File: src/rtl/csd_pkg.sv
package csd_pkg;
  localparam int CPU_AW   = 16;
  localparam int EXT_AW   = 19;
  localparam int GRAN_LOG = 11;
  localparam int BASE_W   = EXT_AW - GRAN_LOG;
  localparam int GP_NSIZE = 9;
  localparam int NREG     = 8;
  localparam int RAW      = $clog2(NREG);

  typedef struct packed {
    logic       en;
    logic       qual_any;
    logic       pol_hi;
    logic       size4k;
    logic [1:0] stretch;
  } io_cfg_t;

  typedef struct packed {
    logic       en;
    logic [1:0] size;
    logic [1:0] stretch;
    logic       gp_first;
  } prog_cfg_t;

  typedef struct packed {
    logic [3:0]        size;
    logic              qual_any;
    logic              pol_hi;
    logic [1:0]        stretch;
    logic              use_ext;
    logic              to_prog;
    logic              to_gp2;
    logic [BASE_W-1:0] base;
  } gp_cfg_t;

  function automatic logic strobe_ok(logic qual_any, logic av, logic e);
    return qual_any ? av : (av & e);
  endfunction

  function automatic logic io_region(logic [CPU_AW-1:0] a, logic size4k);
    return size4k ? (a[CPU_AW-1:12] == 4'h1) : (a[CPU_AW-1:13] == 3'b000);
  endfunction

  function automatic logic prog_region(logic [CPU_AW-1:0] a, logic [1:0] size);
    logic r;
    case (size)
      2'd0:    r = 1'b1;
      2'd1:    r = a[15];
      2'd2:    r = (a[15:14] == 2'b11);
      default: r = (a[15:13] == 3'b111);
    endcase
    return r;
  endfunction

  function automatic logic gp_region(logic [EXT_AW-1:0] a, logic [3:0] size,
                                     logic [BASE_W-1:0] base);
    logic [BASE_W-1:0] mask;
    if (size == 4'd0 || size > 4'(GP_NSIZE)) return 1'b0;
    mask = {BASE_W{1'b1}} << (size - 4'd1);
    return ((a[EXT_AW-1:GRAN_LOG] ^ base) & mask) == '0;
  endfunction
endpackage

File: src/rtl/csd_cfg_regs.sv
module csd_cfg_regs
  import csd_pkg::*;
(
  input  logic                  clk,
  input  logic                  rst_n,
  input  logic                  we,
  input  logic [RAW-1:0]        addr,
  input  logic [7:0]            wdata,
  output logic [NREG-1:0][7:0]  regs
);
  function automatic logic [7:0] reset_byte(int idx);
    return (idx == 1) ? 8'h01 : 8'h00;
  endfunction

  for (genvar i = 0; i < NREG; i++) begin : g_reg
    always_ff @(posedge clk or negedge rst_n) begin
      if (!rst_n)                        regs[i] <= reset_byte(i);
      else if (we && addr == RAW'(i))    regs[i] <= wdata;
    end
  end
endmodule

File: src/rtl/csd_gp_match.sv
module csd_gp_match
  import csd_pkg::*;
(
  input  gp_cfg_t            cfg,
  input  logic [CPU_AW-1:0]  cpu_addr,
  input  logic [EXT_AW-1:0]  ext_addr,
  input  logic               addr_valid,
  input  logic               e_high,
  output logic               hit
);
  logic [EXT_AW-1:0] cmp_addr;
  assign cmp_addr = cfg.use_ext ? ext_addr
                                : {{(EXT_AW-CPU_AW){1'b0}}, cpu_addr};
  assign hit = strobe_ok(cfg.qual_any, addr_valid, e_high)
             & gp_region(cmp_addr, cfg.size, cfg.base);
endmodule

File: src/rtl/csd_arbiter.sv
module csd_arbiter
  import csd_pkg::*;
(
  input  logic       hit_io,
  input  logic       hit_prog,
  input  logic       hit_gp1,
  input  logic       hit_gp2,
  input  io_cfg_t    io_cfg,
  input  prog_cfg_t  prog_cfg,
  input  gp_cfg_t    gp1_cfg,
  input  gp_cfg_t    gp2_cfg,
  output logic [3:0] wins,
  output logic       pin_io,
  output logic       pin_prog,
  output logic       pin_gp1,
  output logic       pin_gp2,
  output logic [1:0] stretch
);
  logic rest, w_io, w_prog, w_gp1, w_gp2;
  logic act_prog, act_gp2;

  always_comb begin
    rest = ~hit_io;
    w_io = hit_io;
    if (prog_cfg.gp_first) begin
      w_gp1  = rest & hit_gp1;
      w_gp2  = rest & ~hit_gp1 & hit_gp2;
      w_prog = rest & ~hit_gp1 & ~hit_gp2 & hit_prog;
    end else begin
      w_prog = rest & hit_prog;
      w_gp1  = rest & ~hit_prog & hit_gp1;
      w_gp2  = rest & ~hit_prog & ~hit_gp1 & hit_gp2;
    end
  end

  assign wins = {w_gp2, w_gp1, w_prog, w_io};

  assign act_prog = w_prog | (w_gp1 & gp1_cfg.to_prog) | (w_gp2 & gp2_cfg.to_prog);
  assign act_gp2  = w_gp2 | (w_gp1 & gp1_cfg.to_gp2);

  assign pin_io   = io_cfg.pol_hi  ? w_io    : ~w_io;
  assign pin_prog = ~act_prog;
  assign pin_gp1  = gp1_cfg.pol_hi ? w_gp1   : ~w_gp1;
  assign pin_gp2  = gp2_cfg.pol_hi ? act_gp2 : ~act_gp2;

  always_comb begin
    unique case (1'b1)
      w_io:    stretch = io_cfg.stretch;
      w_prog:  stretch = prog_cfg.stretch;
      w_gp1:   stretch = gp1_cfg.stretch;
      w_gp2:   stretch = gp2_cfg.stretch;
      default: stretch = 2'd0;
    endcase
  end
endmodule

File: src/rtl/chip_sel_decode.sv
module chip_sel_decode
  import csd_pkg::*;
(
  input  logic               clk,
  input  logic               rst_n,
  input  logic               cfg_we,
  input  logic [RAW-1:0]     cfg_addr,
  input  logic [7:0]         cfg_wdata,
  input  logic [CPU_AW-1:0]  cpu_addr,
  input  logic [EXT_AW-1:0]  ext_addr,
  input  logic               addr_valid,
  input  logic               e_high,
  output logic               sel_io,
  output logic               sel_prog,
  output logic               sel_gp1,
  output logic               sel_gp2,
  output logic [1:0]         stretch
);
  localparam int REG_IO = 0, REG_PROG = 1, REG_GP1 = 2, REG_GP2 = 5;

  logic [NREG-1:0][7:0] regs;
  io_cfg_t              io_cfg;
  prog_cfg_t            prog_cfg;
  gp_cfg_t [1:0]        gp_cfg;
  logic [1:0]           gp_hit;
  logic                 hit_io, hit_prog;
  logic [3:0]           hits, wins;

  csd_cfg_regs u_regs (
    .clk(clk), .rst_n(rst_n), .we(cfg_we), .addr(cfg_addr),
    .wdata(cfg_wdata), .regs(regs)
  );

  assign io_cfg = '{en: regs[REG_IO][0], qual_any: regs[REG_IO][1],
                    pol_hi: regs[REG_IO][2], size4k: regs[REG_IO][3],
                    stretch: regs[REG_IO][5:4]};
  assign prog_cfg = '{en: regs[REG_PROG][0], size: regs[REG_PROG][2:1],
                      stretch: regs[REG_PROG][4:3], gp_first: regs[REG_PROG][5]};

  for (genvar g = 0; g < 2; g++) begin : g_gp
    localparam int BASE_IX = (g == 0) ? REG_GP1 : REG_GP2;
    assign gp_cfg[g] = '{size: regs[BASE_IX][3:0], qual_any: regs[BASE_IX][4],
                         pol_hi: regs[BASE_IX][5], stretch: regs[BASE_IX][7:6],
                         use_ext: regs[BASE_IX+1][0], to_prog: regs[BASE_IX+1][1],
                         to_gp2: (g == 0) ? regs[BASE_IX+1][2] : 1'b0,
                         base: regs[BASE_IX+2][BASE_W-1:0]};
    csd_gp_match u_match (
      .cfg(gp_cfg[g]), .cpu_addr(cpu_addr), .ext_addr(ext_addr),
      .addr_valid(addr_valid), .e_high(e_high), .hit(gp_hit[g])
    );
  end

  assign hit_io   = io_cfg.en & strobe_ok(io_cfg.qual_any, addr_valid, e_high)
                  & io_region(cpu_addr, io_cfg.size4k);
  assign hit_prog = prog_cfg.en & addr_valid & prog_region(cpu_addr, prog_cfg.size);
  assign hits     = {gp_hit[1], gp_hit[0], hit_prog, hit_io};

  csd_arbiter u_arb (
    .hit_io(hit_io), .hit_prog(hit_prog), .hit_gp1(gp_hit[0]), .hit_gp2(gp_hit[1]),
    .io_cfg(io_cfg), .prog_cfg(prog_cfg), .gp1_cfg(gp_cfg[0]), .gp2_cfg(gp_cfg[1]),
    .wins(wins), .pin_io(sel_io), .pin_prog(sel_prog), .pin_gp1(sel_gp1),
    .pin_gp2(sel_gp2), .stretch(stretch)
  );
endmodule

File: config.mk
export PLATFORM = sky130hd
export DESIGN_NAME = chip_sel_decode
export DESIGN_NICKNAME = d
export VERILOG_FILES = /design/src/rtl/csd_pkg.sv /design/src/rtl/csd_cfg_regs.sv /design/src/rtl/csd_gp_match.sv /design/src/rtl/csd_arbiter.sv /design/src/rtl/chip_sel_decode.sv
export SDC_FILE = /design/constraint.sdc
export NUM_CORES = 1
export LEC_CHECK = 0
export ABC_CLOCK_PERIOD_IN_PS = 3260
export CORE_MARGIN = 4
export CORE_UTILIZATION = 30
export DETAILED_ROUTE_END_ITERATION = 8
export GPL_TIMING_DRIVEN = 1
export PLACE_DENSITY = 0.57
export REMOVE_ABC_BUFFERS = 1
export SLEW_MARGIN = 20
export SYNTH_ARGS = -nofsm -noshare
export SYNTH_HDL_FRONTEND = slang
export SYNTH_SLANG_ARGS = --single-unit
File: constraint.sdc
create_clock -name clk -period 3.26 [get_ports clk]
set_clock_uncertainty 0.05 [all_clocks]
set_input_delay 0.815 -clock clk [delete_from_list [all_inputs] [get_ports clk]]
set_output_delay 0.815 -clock clk [all_outputs]
set_load 0.01 [all_outputs]
### Word level (Yosys, flattened, before mapping)

Cells that the tools add are included.

| word-level totals | value |
|---|---|
| register bits | 49 |
| bits of input ports | 51 |
| output and inout bits | 6 |

| cells by class | value |
|---|---|
| add/subtract/negate cells | 2 |
| order comparisons | 2 |
| equal/unequal tests | 12 |
| shift-type cells | 2 |
| muxes and demuxes | 20 |
| bitwise logic cells | 34 |
| reduce and logical (&&, ||, !) cells | 17 |

Operator list:

| operator | number |
|---|---|
| two-way mux 19 bit | 2 |
| bitwise AND 1 bit | 20 |
| bitwise AND 8 bit | 2 |
| zero test 8 bit | 2 |
| two-way mux 1 bit | 16 |
| << shifter 8 x 4 -> 8 bit, first input constant | 2 |
| XOR 8 bit | 2 |
| == test 3 bit, second input constant | 5 |
| > comparator 4 bit, second input constant | 2 |
| logical AND 1 bit | 8 |
| zero test 4 bit | 2 |
| case mux 2 bit (4 select lines) | 1 |
| subtractor 4 x 1 -> 4 bit, second input constant | 2 |
| NOT 1 bit | 7 |
| == test 3 x 2 -> 1 bit, second input constant | 2 |
| zero test 3 bit | 2 |
| == test 2 bit, second input constant | 2 |
| == test 4 x 1 -> 1 bit, second input constant | 1 |
| == test 3 x 1 -> 1 bit, second input constant | 1 |
| OR 1 bit | 3 |
| case mux 1 bit (3 select lines) | 1 |
| == test 2 x 1 -> 1 bit, second input constant | 1 |
| zero test 2 bit | 1 |
| logical OR 1 bit | 2 |

### Logic depth before layout (Yosys ltp)

Gate-level depths: netlist of run 1.

| depth | value |
|---|---|
| depth in word-level cells | 14 |
| gate-level depth with buffers | 9 |
| depth with buffers taken out | 9 |

### Cells and area by module

A second synthesis of run 1 with hierarchy kept.

| second synthesis, totals | value |
|---|---|
| cell total of the unflattened synthesis | 267 |
| area total of the unflattened synthesis | 3413.3 sq um |

Modules (own cells, without submodules):

| module | times used | cells an instance | area an instance (sq um) | sequential area each (sq um) |
|---|---|---|---|---|
| csd_cfg_regs | 1 | 143 | 2453.6 | 1602.8 |
| csd_gp_match | 2 | 44 | 346.6 | 0.0 |
| csd_arbiter | 1 | 26 | 197.7 | 0.0 |
| chip_sel_decode | 1 | 10 | 68.8 | 0.0 |

### Worst setup path before layout of run 1

OpenSTA, ideal clock, no wires.

| timing path | value |
|---|---|
| kind | reg2out |
| start point | register u_regs.regs[16] (netlist bit) |
| end point | output sel_gp2 |
| arrival | 2.278 ns |
| required time | 2.395 ns |
| slack | 0.117 ns |
| cell stages (with the launch flop) | 10 |
| buffers on the path | 0 |
| cells stage by stage | dfrtp_1 -> inv_1 -> ha_1 -> ha_1 -> nor2_1 -> nor3_1 -> a221oi_1 -> a41oi_2 -> o31a_1 -> a221o_1 |

| on the way | value |
|---|---|
| longest elaborated chain between the ends | 13 |
| elaborated cells on any way between the ends | 23 |
| classes of those cells | add/sub (1); order compare (1); shift (1); mux (5); bitwise (12); reduce/logical (3) |

RTL lines:

| element | RTL line | RTL |
|---|---|---|
| start: declaration | csd_cfg_regs.sv:9 | `output logic [NREG-1:0][7:0] regs` |
| start signal: indexed assignment | csd_cfg_regs.sv:17 | `if (!rst_n) regs[i] <= reset_byte(i);` |
| start signal: indexed assignment | csd_cfg_regs.sv:18 | `else if (we && addr == RAW'(i)) regs[i] <= wdata;` |
| subtractor 4 x 1 -> 4 bit | csd_pkg.sv:59 | `mask = {BASE_W{1'b1}} << (size - 4'd1);` |
| << shifter 8 x 4 -> 8 bit | csd_pkg.sv:59 |  |
| bitwise AND 8 bit | csd_pkg.sv:60 | `return ((a[EXT_AW-1:GRAN_LOG] ^ base) & mask) == '0;` |
| zero test 8 bit | csd_pkg.sv:60 |  |
| two-way mux 1 bit (*) | csd_pkg.sv:59 |  |
| bitwise AND 1 bit (*) | csd_gp_match.sv:15 | `& gp_region(cmp_addr, cfg.size, cfg.base);` |
| NOT 1 bit | csd_arbiter.sv:27, csd_arbiter.sv:32 |  |
| bitwise AND 1 bit (on tied branches) (2 in a row) | csd_arbiter.sv:32, csd_arbiter.sv:27 |  |
| two-way mux 1 bit | csd_arbiter.sv:25 | `if (prog_cfg.gp_first) begin` |
| OR 1 bit (*) | csd_arbiter.sv:39 | `assign act_gp2 = w_gp2 \| (w_gp1 & gp1_cfg.to_gp2);` |
| NOT 1 bit | csd_arbiter.sv:44 | `assign pin_gp2 = gp2_cfg.pol_hi ? act_gp2 : ~act_gp2;` |
| two-way mux 1 bit (*) | csd_arbiter.sv:44 |  |
| end: declaration | chip_sel_decode.sv:16 | `output logic sel_gp2,` |

Every way passes the cells marked *; elsewhere a longest branch is shown, timed or not.

### Worst setup path in the final report of run 1

| timing path | value |
|---|---|
| start point | input ext_addr[16] |
| end point | output sel_gp2 |

| on the way | value |
|---|---|
| longest elaborated chain between the ends | 13 |
| elaborated cells on any way between the ends | 25 |
| classes of those cells | mux (7); bitwise (16); reduce/logical (2) |

RTL lines:

| element | RTL line | RTL |
|---|---|---|
| start: declaration | chip_sel_decode.sv:10 | `input logic [EXT_AW-1:0] ext_addr,` |
| two-way mux 19 bit | csd_gp_match.sv:12 | `assign cmp_addr = cfg.use_ext ? ext_addr` |
| XOR 8 bit | csd_pkg.sv:60 |  |
| bitwise AND 8 bit | csd_pkg.sv:60 |  |
| zero test 8 bit | csd_pkg.sv:60 |  |
| two-way mux 1 bit | csd_pkg.sv:59 |  |
| bitwise AND 1 bit | csd_gp_match.sv:15 |  |
| NOT 1 bit | csd_arbiter.sv:27, csd_arbiter.sv:32 |  |
| bitwise AND 1 bit (on tied branches) (2 in a row) | csd_arbiter.sv:32, csd_arbiter.sv:27 |  |
| two-way mux 1 bit | csd_arbiter.sv:25 |  |
| OR 1 bit (*) | csd_arbiter.sv:39 |  |
| NOT 1 bit | csd_arbiter.sv:44 |  |
| two-way mux 1 bit (*) | csd_arbiter.sv:44 |  |

Marks and branches as above.

==> results.md, run 1 <==
- F_max: 278 MHz
- Min Tclk post-route: 3.60 ns
- Most used flip-flop cell after synthesis: dfrtp_1
- Num CTS Buffers: 5
- Setup ws final: -0.343 ns
- Seq/Total Area, Yosys: 43.4%
- CP max FO: 4
- Critical Path RT: 2.39 ns
- Slew HR: 60.4%
- FF-to-FF End: u_regs.regs[48]
- Top cells by area, synth: dfrtp_1 (42%), mux2_2 (18%), ha_1 (4.4%), mux2i_1 (4.2%), xnor2_1 (3.7%)
- Overall Power: 2.60 mW
- Slew Viols, Final: 0
- Core Region: 0.00920 mm^2
- Worst Tran Pin Value: 0.594 ns
- Final GP Congestion: 0.780
- Global route overflow: 0
- Post-route DRC: 0
- Synth-to-Final Area Change: 46.9%
- Slowest CP cell: a221o_1
- Number of cells on the worst reg-to-reg path: 2
- Critical path launch point type: input pin
- Worst-case vdd ir drop: 0.000221 V
- Clock Tree Buf Depth: 2
- Post-CTS Hold Buffers: 0
- Final #Nets: 415
- Largest register by flop count: u_regs.regs
- Number of I/O pins: 57
- Number of synthesized flops with an enable pin: 0
- Initial drt markers: 115
- Dpl ws: -0.985 ns
- Crit path buf inv count: 3
- Clk pin slew, worst setup/hold paths: 0.10 ns
- Final Setup Violations: 5
- Register area: 0.00123 mm^2
- Critical Path End Type: primary output
- Setup TNS: -1.37 ns
- Vias: 2,374
- Total Die Area: 0.0110 mm^2
- Hold Violations, Final: 0
- P per Cell Area: 627 mW/mm^2
- Worst EP arrival: 2.74 ns
- Synth area leader: dfrtp_1
- Initial antenna violation count: 0
- WL/cell: 17.7 um
- Top cell type's share of synthesized area: 42.5%
- RSZ-0062 raised after global routing: yes
- Post-route ant nets: 0
- Vias in the first global route: 2,356
- CTS tree: built
- Max Cap Viol: 0
- Critical R2R Launch: u_regs.regs[48]
- Final Instance Area: 0.00415 mm^2
- Multi-input gate area: 0.00178 mm^2
- Worst R2R Setup Slack: 2.23 ns
- Avg Cell Area, Syn: 11.4 um^2
- First-pass GRT wire length: 12,800 um
- Crit-path cells: clkdlybuf4s15_1 -> and3_4 -> nor3_2 -> a221oi_2 -> a41oi_2 -> buf_4 -> or2_1 -> a221o_1 -> buf_2
- Initial Utilization: 30.7%
- Overall Global Routing Usage: 14.9%
- Root Buffer Master: clkbuf_8
- Tcrit/Tclk final: 111%
- Port Buf Inserts: 34
- Leading registers by flop count: u_regs.regs (49)
- Max reg flops: 49
- Row cnt: 35
- Status: complete, but fails checks
- Netlist Area Pre-Place: 0.00283 mm^2
- Placed cell areas: 0.00357 mm^2
- DPL Wire Length: 5920 um
- Top Family by Delay on Critical Path: compound AO/OA/AOI/OAI gates
- CTS Sinks: 49
- Chip height: 105 um
- # fillers: 862
- Synthesized instance count: 248
- Netlist cell types: 50
- Die Width: 105 um
- Slowest stage delay, CP: 0.35 ns
- H-tree Lvls: 2
- Final WL: 8240 um
- Asr flop ratio synth: 100%
- Inserted Diodes: 0
- Initial DRT Pass Iterations: 4
- Leak pwr: 1.78 nW
- Hold WC Path Type: input pin to asynchronous set/reset pin
- Largest net degree at the start of global routing: 26
- Flops & latches, synth: 49
- Clk Latency, worst-skew pair: 0.31 ns
- Layout cells sized above 1: 51.5%
- Yosys warnings: 0
- Crit path kind: input pin to primary output
- Via/cell ratio: 5.09
- Violated checks: setup timing
[per-layer routing]
layer / wire length (um) / part of all wire, % / global-route usage (%)
met5: 0 / 0 / 0
met4: 89 / 1.1 / 2.72
met1: 3710 / 45 / 19.0
met2: 4180 / 51 / 26.4
met3: 269 / 3.3 / 2.78
[cell families after synthesis]
| logic type | Yosys count | share of synthesized area [%] |
|---|---|---|
| flip-flops | 49 | 43.4 |
| buffers and inverters | 19 | 2.92 |
| multiplexers | 56 | 21.8 |
| XOR/XNOR | 15 | 4.65 |
| AO/OA/AOI/OAI | 39 | 11.2 |
| adder cells (fa/ha/maj) | 10 | 4.43 |
| AND/OR/NAND/NOR | 60 | 11.6 |
[area by class of cell]
| cell class | instances | area share, % |
|---|---|---|
| well taps | 111 | 3.35 |
| repair buffers | 104 | 19.7 |
| clock inverters | 3 | 1.57 |
| inverters | 14 | 1.27 |
| flip-flops and latches | 49 | 29.6 |
| clock buffers | 5 | 1.66 |
| multi-input cells | 180 | 42.8 |
[worst max-delay path by stage]
stage | depth (start not counted) | startpoint | slack, ns | endpoint
after floorplan | 9 | u_regs.regs[16] | 0.12 | sel_gp2
after global placement | 9 | ext_addr[16] | -0.97 | sel_prog
after detailed placement | 9 | ext_addr[16] | -0.99 | sel_prog
after CTS | 11 | u_regs.regs[17] | -0.26 | sel_gp2
after global routing | 11 | u_regs.regs[17] | -0.43 | sel_gp2
final | 9 | ext_addr[16] | -0.34 | sel_gp2
[stage by stage]
stage | util, % | hold slack (ns) | cells
2_1_floorplan | - | 0.422 | 243
3_3_place_gp | 38.8 | 0.434 | 428
3_5_place_dp | 38.8 | 0.438 | 428
4_1_cts | 44.0 | 0.461 | 461
5_1_grt | 45.1 | 0.487 | 466
6_report | 45.1 | 0.450 | 466
[where the power goes]
part | leakage [nW] | total, mW | switching [mW] | internal [mW]
combinational | 1.12 | 1.23 | 0.538 | 0.690
sequential | 0.585 | 0.852 | 0.108 | 0.744
clock | 0.0681 | 0.524 | 0.219 | 0.305
total | 1.78 | 2.60 | 0.865 | 1.74
[cells in the mapped netlist, drive strengths merged (2+ instances only)]
| cell type | n |
|---|---|
| nand4 | 5 |
| o221ai | 4 |
| nor2 | 7 |
| nand2b | 5 |
| and4 | 2 |
| nor3b | 4 |
| or2 | 3 |
| buf | 2 |
| a2bb2oi | 2 |
| nand2 | 16 |
| nand3 | 3 |
| xor2 | 3 |
| dfrtp | 48 |
| ha | 10 |
| o31a | 2 |
| mux2i | 12 |
| nand4b | 3 |
| xnor2 | 12 |
| o211ai | 3 |
| inv | 14 |
| nor2b | 2 |
| nor3 | 6 |
| a21oi | 3 |
| a21o | 2 |
| clkbuf | 3 |
| a221oi | 2 |
| o21ai | 10 |
| mux2 | 44 |
[repair_timing]
item                                    4_1_cts  5_1_grt
resized for setup                            97       22
endpoints found under the setup margin        6        5
pin swaps                                    35       21
setup buffers                                25        5
[cells in the final DEF (no fill, tap or decap), types with 3 or more instances in the layout]
cell	netlist	layout
buf_4	1	64
dfrtp_1	48	46
mux2_2	44	44
nand2_1	15	13
inv_1	14	12
clkdlybuf4s50_1	0	12
xnor2_1	12	11
buf_2	0	11
o21ai_0	9	9
mux2i_1	12	8
ha_1	10	7
nor3_1	6	5
nor2_1	7	5
nand4_1	5	5
clkbuf_8	0	5
buf_6	1	5
clkbuf_2	0	4
nand3_1	3	3
o211ai_1	3	3
nand2_2	1	3
nand2b_1	5	3
o221ai_2	0	3
nand4b_1	3	3
ha_4	0	3
clkdlybuf4s15_1	0	3
dlygate4sd2_1	0	3
[worst register-to-register path: cells and delay by family (launching register included)]
kind | cells | cell delay, ns
buf+inv | 1 | 0.16
mux | 1 | 0.25
flops | 1 | 0.47
No activity file was read; power rests on OpenSTA's default activity.
==> run 2: changes to the inputs <==
--- a/config.mk
+++ b/config.mk
@@ -8,11 +8,14 @@
 export ABC_CLOCK_PERIOD_IN_PS = 3260
 export CORE_MARGIN = 4
 export CORE_UTILIZATION = 30
+export CTS_CLUSTER_DIAMETER = 200
+export CTS_CLUSTER_SIZE = 20
 export DETAILED_ROUTE_END_ITERATION = 8
 export GPL_TIMING_DRIVEN = 1
-export PLACE_DENSITY = 0.57
+export PLACE_DENSITY = 0.56
 export REMOVE_ABC_BUFFERS = 1
 export SLEW_MARGIN = 20
 export SYNTH_ARGS = -nofsm -noshare
 export SYNTH_HDL_FRONTEND = slang
+export SYNTH_HIERARCHICAL = 1
 export SYNTH_SLANG_ARGS = --single-unit
==> results.md, run 2 <==
- Status: complete, but fails checks
- Violated checks: setup timing
- Critical Path RT: 2.39 ns
- Via/cell ratio: 4.87
- Leading registers by flop count: u_regs/regs (49)
- Clk pin slew, worst setup/hold paths: 0.09 ns
- F_max: 285 MHz
- Global route overflow: 0
- Crit path buf inv count: 2
- Synthesized instance count: 231
- Crit-path cells: dlygate4sd2_1 -> mux2i_1 -> xnor2_1 -> nand2_1 -> a41o_1 -> o311a_4 -> nor2b_4 -> a22o_2 -> a221o_1 -> buf_2
- Vias in the first global route: 2,044
- First-pass GRT wire length: 10,900 um
- Worst-case vdd ir drop: 0.000230 V
- Commonest non-fill, non-tap cells in the layout: mux2_2 (49), dfrtp_1 (47), buf_4 (39), buf_2 (13)
- Clk Latency, worst-skew pair: 0.29 ns
- Netlist Area Pre-Place: 0.00283 mm^2
- Number of I/O pins: 57
- Post-CTS Hold Buffers: 0
- Hold WC Path Type: input pin to asynchronous set/reset pin
- RSZ-0062 raised after global routing: yes
- Chip height: 105 um
- Initial drt markers: 51
- Inserted Diodes: 0
- Min Tclk post-route: 3.51 ns
- Leak pwr: 1.63 nW
- CP max FO: 3
- Hold Violations, Final: 0
- Num CTS Buffers: 5
- Worst EP arrival: 2.64 ns
- Row cnt: 35
- P per Cell Area: 549 mW/mm^2
- Post-route DRC: 0
- Setup ws final: -0.248 ns
- Top Family by Delay on Critical Path: compound AO/OA/AOI/OAI gates
- Final Core Density: 40.8%
- DPL Wire Length: 5340 um
- WL/cell: 16.6 um
- Critical Path End Type: primary output
- Final WL: 6890 um
- Commonest non-fill, non-tap cell in the layout: mux2_2
- Final Setup Violations: 5
- Slowest stage delay, CP: 0.31 ns
- Critical R2R Launch: u_regs/regs[40]
- Initial Utilization: 30.8%
- Post-route ant nets: 0
- Worst Tran Pin Value: 0.589 ns
- Critical path launch point type: input pin
- Max Cap Viol: 0
- Tcrit/Tclk final: 108%
- Final #Nets: 366
- Overall Global Routing Usage: 12.5%
- Final GP Congestion: 0.766
- Slowest CP cell: a221o_1
- Crit path kind: input pin to primary output
- Initial DRT Pass Iterations: 4
- Root Buffer Master: clkbuf_8
- CTS tree: built
- H-tree Lvls: 2
- Largest register by flop count: u_regs/regs
- Port Buf Inserts: 34
- Slew HR: 60.6%
- Worst R2R Setup Slack: 2.30 ns
- FF-to-FF End: u_regs/regs[40]
- Slew Viols, Final: 0
- WP depth: 10
- # fillers: 900
- Setup TNS: -0.892 ns
- Initial antenna violation count: 0
- Layout cells sized above 1: 49.7%
- Clock Tree Buf Depth: 2
- Vias: 2,023
- Die Width: 105 um
- Max reg flops: 49
- Number of cells on the worst reg-to-reg path: 2
- Avg Cell Area, Syn: 12.3 um^2
- Total Die Area: 0.0111 mm^2
- Synth-to-Final Area Change: 32.5%
- CTS Sinks: 49
- Largest net degree at the start of global routing: 31
- Core Region: 0.00920 mm^2
- Yosys warnings: 6
-- run 2: cell count changes in the layout (fill, tap and decap cells not counted), moves of 4 or more --
cell	previous run	this run
nand4_1	5	1
mux2_2	44	49
clkbuf_2	4	0
buf_6	5	1
buf_4	64	39
o21ai_0	9	1
nand2_1	13	7
inv_2	2	6
-- run 2: worst register-to-register path: stages (launching register included) --
cell     delay (ns)
dfrtp_1        0.39
buf_4          0.15
mux2_2         0.25
-- run 2: what timing repair did --
action / in CTS / in global routing
pin swaps: 21 / 12
gates resized for setup: 97 / 7
setup endpoints to repair: 6 / 5
setup buffers: 1 / 5
-- run 2: area by class of cell --
class	count	area [um^2]	share of cell area, %
inverters	18	67.6	1.80
clock buffers	8	90.1	2.40
multi-input cells	154	1630	43.3
repair buffers	75	599	16.0
well taps	111	139	3.70
flip-flops and latches	49	1230	32.8
-- run 2: layer usage --
layer | up-vias | wire length (um) | GRT usage [%]
li1 | 980 | - | -
met1 | 1007 | 3250 | 16.8
met2 | 32 | 3400 | 21.0
met3 | 4 | 204 | 2.47
met4 | 0 | 33 | 2.62
met5 | - | 0 | 0
-- run 2: report_power, final --
part           internal [mW]  switching [mW]  total (mW)  leakage [nW]
clock network          0.173           0.190       0.363        0.0455
registers              0.744           0.101       0.845         0.585
logic                  0.497           0.354       0.851         0.998
total                   1.41           0.645        2.06          1.63
-- run 2: worst max-delay path by stage --
stage	endpoint	startpoint	slack [ns]
final	stretch[1]	ext_addr[13]	-0.25
after global routing	stretch[0]	u_regs/regs[17]	-0.35
after CTS	stretch[0]	u_regs/regs[41]	-0.33
after detailed placement	sel_gp2	cpu_addr[12]	-1.03
after global placement	sel_gp2	cpu_addr[12]	-1.01
after floorplan	stretch[0]	u_regs/regs[16]	0.13
-- run 2: stage by stage --
step           instance area (um^2)  worst slack [ns]  total power [mW]  hold slack, ns  instances
6_report                       3750            -0.248              2.06           0.407        415
2_1_floorplan                  2760             0.125              1.27           0.422        221
4_1_cts                        3690            -0.328              2.05           0.418        410
3_3_place_gp                   3510             -1.01              1.60           0.432        401
3_5_place_dp                   3510             -1.03              1.62           0.442        401
5_1_grt                        3750            -0.350              2.20           0.431        415
